File: src/rtl/regpage_pkg.sv
package regpage_pkg;
  parameter int BYTE_W = 8;
  parameter int LOCS = 4;
  parameter int BEATS = 8;
  localparam int LOC_W = $clog2(LOCS);
  localparam int BEAT_W = $clog2(BEATS);

  typedef enum logic [1:0] {
    FMT_SERIAL = 2'b00,
    FMT_PARALLEL = 2'b01,
    FMT_STAGGER = 2'b10,
    FMT_RSVD = 2'b11
  } fmt_e;

  typedef struct packed {
    logic takeRead;
    logic writeP0;
    logic active;
    logic [BEAT_W-1:0] beat;
  } strobe_t;
endpackage

File: src/rtl/regpage_ctrl.sv
module regpage_ctrl
  import regpage_pkg::*;
(
  input  logic clk,
  input  logic rstN,
  input  logic pageMode,
  input  logic [1:0] pageSel,
  input  logic cmdValid,
  input  logic cmdWrite,
  output strobe_t strobe,
  output logic lastBeat
);
  logic busy;
  logic [BEAT_W-1:0] beatCnt;
  logic takeRead;

  assign takeRead = cmdValid && !cmdWrite && pageMode && !busy;
  assign lastBeat = busy && (beatCnt == BEAT_W'(BEATS - 1));

  always_ff @(posedge clk or negedge rstN) begin
    if (!rstN) begin
      busy <= 1'b0;
      beatCnt <= '0;
    end else if (takeRead) begin
      busy <= 1'b1;
      beatCnt <= '0;
    end else if (lastBeat) begin
      busy <= 1'b0;
      beatCnt <= '0;
    end else if (busy) begin
      beatCnt <= beatCnt + 1'b1;
    end
  end

  always_comb begin
    strobe.takeRead = takeRead;
    strobe.writeP0 = cmdValid && cmdWrite && pageMode && (pageSel == 2'b00);
    strobe.active = busy;
    strobe.beat = beatCnt;
  end

  AST_BURST_END: assert property (@(posedge clk) disable iff (!rstN)
    lastBeat |=> !busy);
  AST_BURST_START: assert property (@(posedge clk) disable iff (!rstN)
    $rose(busy) |-> $past(cmdValid && pageMode && !cmdWrite));
  AST_NO_READ_NORMAL: assert property (@(posedge clk) disable iff (!rstN)
    (!busy && !pageMode) |=> !busy);
endmodule

File: src/rtl/regpage_data.sv
module regpage_data
  import regpage_pkg::*;
(
  input  logic clk,
  input  logic rstN,
  input  strobe_t strobe,
  input  logic [1:0] pageSel,
  input  logic [1:0] fmtSel,
  input  logic tempEnable,
  input  logic [1:0] refreshStatus,
  input  logic [LOCS*BYTE_W-1:0] errLog,
  input  logic [LOCS*BYTE_W-1:0] cfgMirror,
  input  logic [LOC_W-1:0] cmdLoc,
  input  logic [BYTE_W-1:0] wrData,
  output logic [BYTE_W-1:0] beatData
);
  localparam logic [LOCS*BYTE_W-1:0] PAGE0_INIT = 32'h000F3355;

  logic [BYTE_W-1:0] page0 [LOCS];
  logic [1:0] tempStat;
  logic [BYTE_W-1:0] pageView [LOCS];
  logic [BYTE_W-1:0] snap [LOCS];
  logic [LOC_W-1:0] snapLoc;
  fmt_e snapFmt;

  for (genvar g = 0; g < LOCS; g++) begin : g_loc
    always_ff @(posedge clk or negedge rstN) begin
      if (!rstN) page0[g] <= PAGE0_INIT[g*BYTE_W +: BYTE_W];
      else if (strobe.writeP0 && (cmdLoc == LOC_W'(g))) page0[g] <= wrData;
    end

    always_comb begin
      case (pageSel)
        2'd0: pageView[g] = page0[g];
        2'd1: pageView[g] = errLog[g*BYTE_W +: BYTE_W];
        2'd2: begin
          pageView[g] = cfgMirror[g*BYTE_W +: BYTE_W];
          if (g == 0) pageView[g][4:3] = tempStat;
        end
        default: pageView[g] = '0;
      endcase
    end

    always_ff @(posedge clk or negedge rstN) begin
      if (!rstN) snap[g] <= '0;
      else if (strobe.takeRead) snap[g] <= pageView[g];
    end
  end

  always_ff @(posedge clk or negedge rstN) begin
    if (!rstN) tempStat <= 2'b01;
    else if (tempEnable) tempStat <= refreshStatus;
  end

  always_ff @(posedge clk or negedge rstN) begin
    if (!rstN) begin
      snapLoc <= '0;
      snapFmt <= FMT_SERIAL;
    end else if (strobe.takeRead) begin
      snapLoc <= cmdLoc;
      snapFmt <= fmt_e'(fmtSel);
    end
  end

  logic [BEAT_W-1:0] bitIdx;
  assign bitIdx = BEAT_W'(BYTE_W - 1) - strobe.beat;

  always_comb begin
    beatData = '0;
    if (strobe.active) begin
      case (snapFmt)
        FMT_SERIAL: beatData = {BYTE_W{snap[snapLoc][bitIdx]}};
        FMT_PARALLEL: beatData = snap[snapLoc];
        FMT_STAGGER:
          for (int i = 0; i < BYTE_W; i++)
            beatData[i] = snap[LOC_W'(snapLoc + LOC_W'(i % LOCS))][bitIdx];
        default: beatData = '0;
      endcase
    end
  end

  AST_RO_PAGE: assert property (@(posedge clk) disable iff (!rstN)
    (!strobe.writeP0) |=> $stable(page0[0]) && $stable(page0[1]) &&
                          $stable(page0[2]) && $stable(page0[3]));
  AST_TEMP_HOLD: assert property (@(posedge clk) disable iff (!rstN)
    !tempEnable |=> $stable(tempStat));
  AST_PAR_STEADY: assert property (@(posedge clk) disable iff (!rstN)
    (strobe.active && $past(strobe.active) && snapFmt == FMT_PARALLEL)
      |-> $stable(beatData));
  AST_IDLE_QUIET: assert property (@(posedge clk) disable iff (!rstN)
    !strobe.active |-> (beatData == '0));
endmodule

File: src/rtl/regpage_readout.sv
module regpage_readout
  import regpage_pkg::*;
(
  input  logic clk,
  input  logic rstN,
  input  logic pageMode,
  input  logic [1:0] pageSel,
  input  logic [1:0] fmtSel,
  input  logic tempEnable,
  input  logic [1:0] refreshStatus,
  input  logic [31:0] errLog,
  input  logic [31:0] cfgMirror,
  input  logic cmdValid,
  input  logic cmdWrite,
  input  logic [1:0] cmdLoc,
  input  logic [7:0] wrData,
  output logic beatValid,
  output logic beatLast,
  output logic [7:0] beatData
);
  strobe_t strobe;

  regpage_ctrl u_ctrl (
    .clk(clk), .rstN(rstN), .pageMode(pageMode), .pageSel(pageSel),
    .cmdValid(cmdValid), .cmdWrite(cmdWrite), .strobe(strobe),
    .lastBeat(beatLast)
  );

  regpage_data u_data (
    .clk(clk), .rstN(rstN), .strobe(strobe), .pageSel(pageSel),
    .fmtSel(fmtSel), .tempEnable(tempEnable), .refreshStatus(refreshStatus),
    .errLog(errLog), .cfgMirror(cfgMirror), .cmdLoc(cmdLoc),
    .wrData(wrData), .beatData(beatData)
  );

  assign beatValid = strobe.active;
endmodule

File: config.mk
export PLATFORM = sky130hd
export DESIGN_NAME = regpage_readout
export DESIGN_NICKNAME = d
export VERILOG_FILES = /design/src/rtl/regpage_pkg.sv /design/src/rtl/regpage_ctrl.sv /design/src/rtl/regpage_data.sv /design/src/rtl/regpage_readout.sv
export SDC_FILE = /design/constraint.sdc
export NUM_CORES = 1
export LEC_CHECK = 0
export BUFFER_PORTS_ARGS = -buffer_cell sky130_fd_sc_hd__buf_2
export CORE_ASPECT_RATIO = 1.2
export CORE_MARGIN = 2
export CORE_UTILIZATION = 50
export CTS_CLUSTER_SIZE = 25
export DETAILED_ROUTE_END_ITERATION = 7
export GPL_TIMING_DRIVEN = 0
export PLACE_DENSITY = 0.74
export SYNTH_ARGS = -nofsm -noshare
export SYNTH_HDL_FRONTEND = slang
export SYNTH_SLANG_ARGS = --single-unit
File: constraint.sdc
create_clock -name clk -period 2.4 [get_ports clk]
set_input_delay 0.12 -clock clk [delete_from_list [all_inputs] [get_ports clk]]
set_output_delay 0.12 -clock clk [all_outputs]
set_load 0.02 [all_outputs]
## Word level (Yosys, flattened, before mapping)

Cells that the tools add are included.

| word-level totals | value |
|---|---|
| register bits after elaboration | 74 |
| input bits | 86 |
| output and inout port bits | 10 |
| logic and storage cells | 84 |

| cells by class | value |
|---|---|
| add/subtract/negate cells | 5 |
| $lt $le $gt $ge | 5 |
| eq/ne operators | 8 |
| mux-type cells | 31 |
| bitwise operators | 4 |
| reductions and logical operators | 18 |

Operators with widths:

| operator | count |
|---|---|
| 8-bit case mux with 3 select lines | 5 |
| 8-bit 2-to-1 mux | 9 |
| 8-bit binary-select mux with 2-bit select | 4 |
| 1-bit binary-select mux with 3-bit select | 4 |
| 3-bit >= comparator (second input constant) | 4 |
| 2-bit NOT with 3-bit output | 4 |
| 1-bit logical AND | 11 |
| 3-bit 2-to-1 mux | 3 |
| 2-bit equality test (second input constant) | 4 |
| 2-bit by 1-bit equality test with 1-bit output (second input constant) | 3 |
| 2-bit zero test | 3 |
| 1-bit 2-to-1 mux | 6 |
| 2-bit adder (second input constant) | 2 |
| 3-bit by 4-bit less-than comparator with 1-bit output (second input constant) | 1 |
| 3-bit by 1-bit adder with 3-bit output (second input constant) | 1 |
| 3-bit equality test (second input constant) | 1 |
| 3-bit nonzero test | 1 |
| 3-bit subtractor (first input constant) | 1 |
| 2-bit by 1-bit adder with 2-bit output (second input constant) | 1 |
| 1-bit zero test | 2 |
| 2-bit nonzero test | 1 |

## Logic depth before layout (Yosys ltp)

Gate-level depths: netlist of the first run.

| depth | value |
|---|---|
| depth in word-level cells | 9 |
| mapped depth | 8 |

## Cells and area by module

From an unflattened synthesis of the first run, not the netlist that was laid out.

| unflattened totals | value |
|---|---|
| cell total of the unflattened synthesis | 465 |
| area total of the unflattened synthesis | 4688.2 um2 |

Modules (own cells, without submodules):

| module | instances | cells an instance | area an instance (um2) | sequential area each (um2) |
|---|---|---|---|---|
| regpage_data | 1 | 444 | 4449.3 | 1767.9 |
| regpage_ctrl | 1 | 21 | 239.0 | 100.1 |

## Worst setup path before layout of the first run

OpenSTA, ideal clock, no wires.

| timing path | value |
|---|---|
| kind | register -> output |
| from | register u_ctrl.beatCnt[0] |
| to | output port beatData[2] |
| arrival time | 1808 ps |
| required time | 2280 ps |
| slack | 472 ps |
| cell stages (with the launch flop) | 7 |
| buffers on the path | 1 |
| cell sequence | dfrtp_1 -> buf_6 -> mux4_2 -> mux2i_1 -> nor3_1 -> nor4_4 -> nand3_1 |

| on the way | value |
|---|---|
| longest elaborated chain between the ends | 5 |

Ends and longest elaborated chain:

| what | RTL line | RTL |
|---|---|---|
| from (decl) | regpage_ctrl.sv:14 | `logic [BEAT_W-1:0] beatCnt;` |
| from (signal assigned) | regpage_ctrl.sv:31 | `beatCnt <= beatCnt + 1'b1;` |
| 3-bit subtractor (*) | regpage_data.sv:66 | `assign bitIdx = BEAT_W'(BYTE_W - 1) - strobe.beat;` |
| 1-bit binary-select mux with 3-bit select, on equally long branches | regpage_data.sv:76, regpage_data.sv:72 |  |
| 1-bit 2-to-1 mux, on equally long branches | regpage_data.sv:76, regpage_data.sv:72 |  |
| 8-bit case mux with 3 select lines (*) | regpage_data.sv:71 | `case (snapFmt)` |
| 8-bit 2-to-1 mux (*) | regpage_data.sv:70 | `if (strobe.active) begin` |
| to (decl) | regpage_readout.sv:19 | `output logic [7:0] beatData` |

Mark *: on every way between the ends. The rest lies on a longest branch, timed or not. The select of a mux whose other input is x is not followed.

## Worst setup path after layout of the first run

| timing path | value |
|---|---|
| from | register u_ctrl.beatCnt[0] |
| to | output port beatData[6] |

The elaborated chain is that of the path after synthesis.

==> results_dict.tcl, run 1 <==
set metrics [dict create \
    outcome "finished with violations" \
    violations "setup timing" \
    cts_sinks 74 \
    drive_gt1_frac 0.3842 \
    clockBufferDepth 2 \
    drt-wirelength-per-cell_um 17.98 \
    setup.worst_path.end_class "output pin" \
    area_delta_synth_final_pct 23.82 \
    crit_arrival_ns 2.31 \
    syn_area_per_cell_um2 10.37 \
    cts_buffers 9 \
    ant_nets 0 \
    crit_fanout 4 \
    synth_cells 437 \
    yosysWarnings 0 \
    track_usage 0.2578 \
    criticalPathCategory "reg -> out" \
    synth.distinct_cells 39 \
    power_density_nw_per_um2 1270 \
    core_um2 8939 \
    hold_class "in -> reg" \
    met3_length_um 532 \
    fillers 801 \
    max_freq_ghz 0.4117 \
    dp_slack_ns 0.06884 \
    relSlewSlack 0.3863 \
    synth_seq_cells 74 \
    synthArstFlopShare 1.000 \
    grt_pass1_vias 3856 \
    hold_viol 0 \
    n_antenna_cell 0 \
    wirelength_mm 12.17 \
    vias 3763 \
    crit_required_ns 2.28 \
    p_sw_frac 0.3870 \
    min_period_ns 2.429 \
    skew_ns 0.009282 \
    worst_setup_path_start_kind "register" \
    ys.flop_type "dfrtp_1" \
    ys_seq_area_frac 0.4121 \
    synth_fp_nets 525 \
    worst_slew_pin_slew_ns 0.9205 \
    cts-root-buf "clkbuf_8" \
    tns_ns -0.07113 \
    post-dp-hpwl_mm 9.286 \
    htreeDepth 3 \
    p_total_mw 7.130 \
    cap_viol_max_count 0 \
    io_pins 96 \
    grt_pass1_wl_mm 19.58 \
    synth_edf_count 0 \
    combPwrFrac 0.531 \
    switching_power_mw 2.759 \
    rsz0062_at_grt "yes" \
    syn_area_um2 4533 \
    nNetsFinal 640 \
    pwr-share-seq 0.301 \
    wl_met1_mm 4.961 \
    cts_tree "built" \
    p_clk_frac 0.168 \
    grt_max_degree 75 \
    final_max_slew_viol_count 0 \
    grt_overflow 0 \
    start_util 0.5071 \
    path_clk_slew_ns 0.08 \
    firstDrtPassIters 5 \
    drt_iter0_markers 284 \
    peakVddDrop_mv 0.7938 \
    period_share 1.012 \
    internal_power_mw 4.371 \
    die_w_um 90.92 \
    vias_per_cell 5.558 \
    io_buffers 90 \
    p_leak_nw 2.589 \
    top_layer "met4" \
    dr_wl_met2_mm 6.306 \
    setup_viol 4 \
    antenna_found_initial 0 \
    clk_latency_ns 0.36 \
    design.die.area_um2 9847 \
    die_h_um 108.3 \
    place_congestion 0.9193 \
    finalWorstSetupSlack_ns -0.02879 \
    drcViolationCount 0 \
    fp-row-count 38 \
]
final cells by class:
class | count | area, um^2 | area share
timing repair buffer | 104 | 614.3 | 0.1095
multi-input combinational | 329 | 2525 | 0.4498
inverter | 2 | 7.507 | 0.001337
tap | 120 | 150.1 | 0.02675
clock buffer | 12 | 155.1 | 0.02764
clock inverter | 4 | 97.59 | 0.01739
sequential | 74 | 1869 | 0.3330
buffer | 32 | 193.9 | 0.03455
state kept, by name (all words and copies together), names as in the netlist:
name	cells
u_data.page0	32
u_data.snap	32
u_ctrl.beatCnt	3
u_data.snapFmt	2
u_data.snapLoc	2
u_data.tempStat	2
u_ctrl.busy	1
through the flow:
stage	util	cell area, um^2	cells	hold WS, ns
4_1_cts	0.6233	5572	674	0.008316
3_5_place_dp	0.5746	5136	647	0.3058
3_3_place_gp	0.5743	5134	647	0.3522
2_1_floorplan	-	4533	437	-0.1756
6_report	0.6279	5613	677	0.02310
5_1_grt	0.6279	5613	677	0.01189
cell usage in the layout (no fill, tap or decap), types with 3 or more instances in the layout:
| cell | netlist | routed |
|---|---|---|
| nand3_1 | 13 | 11 |
| dfrtp_1 | 61 | 60 |
| clkbuf_8 | 0 | 11 |
| a31oi_1 | 4 | 4 |
| buf_6 | 3 | 9 |
| dlygate4sd3_1 | 0 | 4 |
| o21ai_0 | 3 | 3 |
| buf_4 | 5 | 17 |
| a21oi_1 | 69 | 67 |
| buf_2 | 4 | 85 |
| buf_1 | 4 | 4 |
| mux2_2 | 39 | 39 |
| nand2b_1 | 5 | 5 |
| mux2i_1 | 52 | 49 |
| nand3b_1 | 5 | 5 |
| mux4_2 | 15 | 15 |
| nand2_1 | 23 | 22 |
| dfstp_2 | 13 | 13 |
| nor2_1 | 74 | 74 |
| bufinv_16 | 0 | 3 |
| nor2b_1 | 6 | 6 |
| clkbuf_1 | 14 | 14 |
| mux2i_2 | 0 | 3 |
metal layers:
metal | GRT usage | up-vias
li1 | - | 1794
met1 | 0.3050 | 1823
met2 | 0.4571 | 121
met3 | 0.05017 | 25
met4 | 0.1147 | 0
met5 | 0 | -
Yosys cell counts, types with 2 or more instances:
cell,instances,area [um^2]
nor2_1,74,277.8
a21oi_1,69,345.3
dfrtp_1,61,1526
mux2i_1,52,520.5
mux2_2,39,439.2
nand2_1,23,86.33
mux4_2,15,337.8
clkbuf_1,14,52.55
dfstp_2,13,341.6
nand3_1,13,65.06
nor2b_1,6,37.54
buf_4,5,37.54
nand2b_1,5,31.28
nand3b_1,5,37.54
a31oi_1,4,25.02
buf_1,4,15.01
buf_2,4,20.02
buf_6,3,33.78
o21ai_0,3,15.01
a311oi_2,2,30.03
and2_1,2,12.51
ha_1,2,25.02
inv_1,2,7.510
nand4_1,2,12.51
what timing repair did:
action	4_1_cts	5_1_grt
endpoints found under the setup margin	6	8
cloned	1	0
resized for setup	20	12
hold buffers	4	0
pin swaps	4	3
hold endpoints to repair	64	0
setup buffers	6	4
critical path: stages (launching register included):
cell,delay (ns)
dfrtp_2,0.41
buf_6,0.14
mux4_2,0.54
o2111a_1,0.29
nor4_4,0.29
nand3_1,0.13
buf_6,0.15
cell families (layout without fill, tap and decap cells):
kind of cell / count (synthesis) / in the layout / synth area share
AOI/OAI and AO/OA: 82 / 82 / 0.1032
adders and majority gates: 2 / 2 / 0.005519
buffers and inverters: 34 / 154 / 0.04223
DFF: 74 / 74 / 0.4121
muxes: 107 / 107 / 0.2920
and+or+nand+nor: 138 / 138 / 0.1449
final timing paths:
path	depth (start not counted)	slack [ns]	from	end
worst max register to register	5	0.34	u_ctrl.busy	u_data.snap[17]
worst min-delay path	2	0.02	fmtSel[0]	u_data.snapFmt[0]
max in group asynchronous	2	1.32	rstN	u_ctrl.beatCnt[0]
min in group asynchronous	2	0.44	rstN	u_data.page0[13]
worst max-delay path	6	-0.03	u_ctrl.beatCnt[0]	beatData[6]
worst min register to register	1	0.51	u_data.page0[0]	u_data.page0[0]
power by group through the flow:
| stage | Combinational, mW | Clock (mW) | Sequential, mW |
|---|---|---|---|
| after floorplan | 2.51 | 0 | 1.97 |
| after global placement | 3.17 | 0 | 2.11 |
| after detailed placement | 3.24 | 0 | 2.15 |
| after CTS | 3.63 | 1.22 | 2.14 |
| after global routing | 4.08 | 1.27 | 2.20 |
| final | 3.78 | 1.20 | 2.15 |
(Power assumes the default switching activity.)
==> run 2: changes to the inputs <==
- GPL_TIMING_DRIVEN: 0 -> default
- PLACE_DENSITY: 0.74 -> 0.73
- TNS_END_PERCENT: default -> 1
==> results_dict.tcl, run 2 (synthesis results as in run 1) <==
set metrics [dict create \
    peakVddDrop_mv 0.5104 \
    finalWorstSetupSlack_ns -0.06682 \
    firstDrtPassIters 4 \
    place_congestion 0.8935 \
    min_period_ns 2.467 \
    period_share 1.028 \
    top_usage_layer "met2" \
    post-route-cell-area_um2 5494 \
    rsz0062_at_grt "yes" \
    layout.area.seq_um2 1868 \
    skew_ns 0.01396 \
    met2_usage 0.4275 \
    grt.met1_usage 0.3006 \
    crit_fanout 8 \
    cts-root-buf "clkbuf_8" \
    drcViolationCount 0 \
    n_antenna_cell 0 \
    ant_nets 0 \
    grt_pass1_wl_mm 18.84 \
    cp_top_family "multiplexers" \
    power_density_nw_per_um2 1199 \
    dp_slack_ns 0.3204 \
    criticalPathCategory "reg -> out" \
    io_pins 96 \
    area_delta_synth_final_pct 21.20 \
    path_buf_inv 3 \
    vias_per_cell 5.600 \
    fin_cells 663 \
    placedCellCount 635 \
    p_leak_nw 2.568 \
    grt_use_met3 0.04530 \
    final_max_slew_viol_count 0 \
    fp-row-count 38 \
    cts_sinks 74 \
    htreeDepth 3 \
    drt_iter0_markers 291 \
    outcome "finished with violations" \
    clockBufferDepth 2 \
    antenna_found_initial 0 \
    cap_viol_max_count 0 \
    crit_required_ns 2.28 \
    crit_chain "buf_12 > buf_4 > mux4_2 > nand4_1 > o31ai_1 > nor4_4 > nand3_1 > buf_2" \
    start_util 0.5071 \
    grt_max_degree 49 \
    final_cell_mix "93 x buf_2, 73 x nor2_1, 69 x a21oi_1" \
    crit_arrival_ns 2.35 \
    grt_pass1_vias 3775 \
    core_um2 8939 \
    post-route-util 0.6146 \
    reg_top3 "u_data.page0 (32), u_data.snap (32), u_ctrl.beatCnt (3)" \
    final_common_cell "buf_2" \
    hold_viol 0 \
    clk_latency_ns 0.36 \
    die_h_um 108.3 \
    io_buffers 93 \
    setup_viol 8 \
    design.die.area_um2 9847 \
    fillers 769 \
    grt_overflow 0 \
    path_clk_slew_ns 0.08 \
    drive_gt1_frac 0.3812 \
    critPathMaxStageDelay_ns 0.51 \
    track_usage 0.2482 \
    hold_class "in -> reg" \
    dpl_cell_area_um2 5140 \
    violations "setup timing" \
    setup.worst_path.end_class "output pin" \
    relSlewSlack 0.5879 \
    worst_path_max_delay_cell "mux4_2" \
    drt-wirelength-per-cell_um 17.68 \
    max_freq_ghz 0.4054 \
    vias 3713 \
    post-dp-hpwl_mm 8.844 \
    wirelength_mm 11.73 \
    cts_tree "built" \
    nNetsFinal 626 \
    tns_ns -0.4021 \
    cts_buffers 9 \
    worst_slew_pin_slew_ns 0.6181 \
    multi_input_area_um2 2487 \
    worst_setup_path_start_kind "register" \
    die_w_um 90.92 \
]
-- run 2: cell types whose count changed in the layout (fill, tap and decap cells not counted), moves of 2 or more --
cell and delta:
clkbuf_1 -12, buf_6 -9, buf_2 +8, buf_1 -4, buf_12 +3, a21oi_1 +2
a21oi_2 -2, buf_4 +2, clkbuf_8 -2, clkinv_2 +2, mux2i_1 +2, mux2i_2 -2
nand3_1 +2, nand3_2 -2
-- run 2: what timing repair did --
item	CTS	global route
hold endpoints to repair	18	0
hold buffers	5	0
gates resized for setup	0	1
setup endpoints to repair	8	8
gates cloned	1	0
buffers inserted	1	5
pin swaps	0	0
-- run 2: worst paths after layout --
| check | from | end | depth (start not counted) | slack [ns] |
|---|---|---|---|---|
| setup / recovery | u_ctrl.beatCnt[0] | beatData[2] | 8 | -0.07 |
| min in group asynchronous | rstN | u_data.page0[31] | 2 | 0.31 |
| max in group asynchronous | rstN | u_data.page0[10] | 3 | 1.38 |
| setup reg to reg | u_ctrl.beatCnt[1] | u_ctrl.beatCnt[0] | 5 | 0.70 |
| hold reg to reg | u_data.page0[2] | u_data.page0[2] | 1 | 0.51 |
| hold / removal | tempEnable | u_data.tempStat[1] | 2 | 0.03 |
-- run 2: per-layer routing --
metal,wire (um),share of wire
met5,0,0
met4,410,0.035
met3,554,0.047
met2,6062,0.52
met1,4697,0.40
-- run 2: per-stage QoR --
step,hold slack (ns),power [mW]
floorplan,-0.1756,4.478
global placement,0.1563,5.182
detailed placement,0.1646,5.307
CTS,0.02232,6.457
global route,0.02178,7.005
finish,0.02573,6.589
-- run 2: power by group --
group / switching [mW] / internal, mW / leakage, nW
Combinational: 1.69 / 1.68 / 1.58
Clock: 0.472 / 0.585 / 0.107
Sequential: 0.479 / 1.69 / 0.883
-- run 2: area by class of cell --
type                            instances  share of cell area
Inverter                                2            0.001366
Timing Repair Buffer                  122              0.1403
Clock buffer                           11             0.02391
Clock inverter                          5             0.01435
Multi-Input combinational cell        329              0.4527
Tap cell                              120             0.02733
Sequential cell                        74              0.3400
-- run 2: worst reg2reg max path, cell delays in order (launching register included) --
cell     delay [ns]
dfrtp_1        0.65
buf_4          0.27
ha_1           0.17
ha_1           0.18
nor2b_1        0.07
mux2_2         0.26
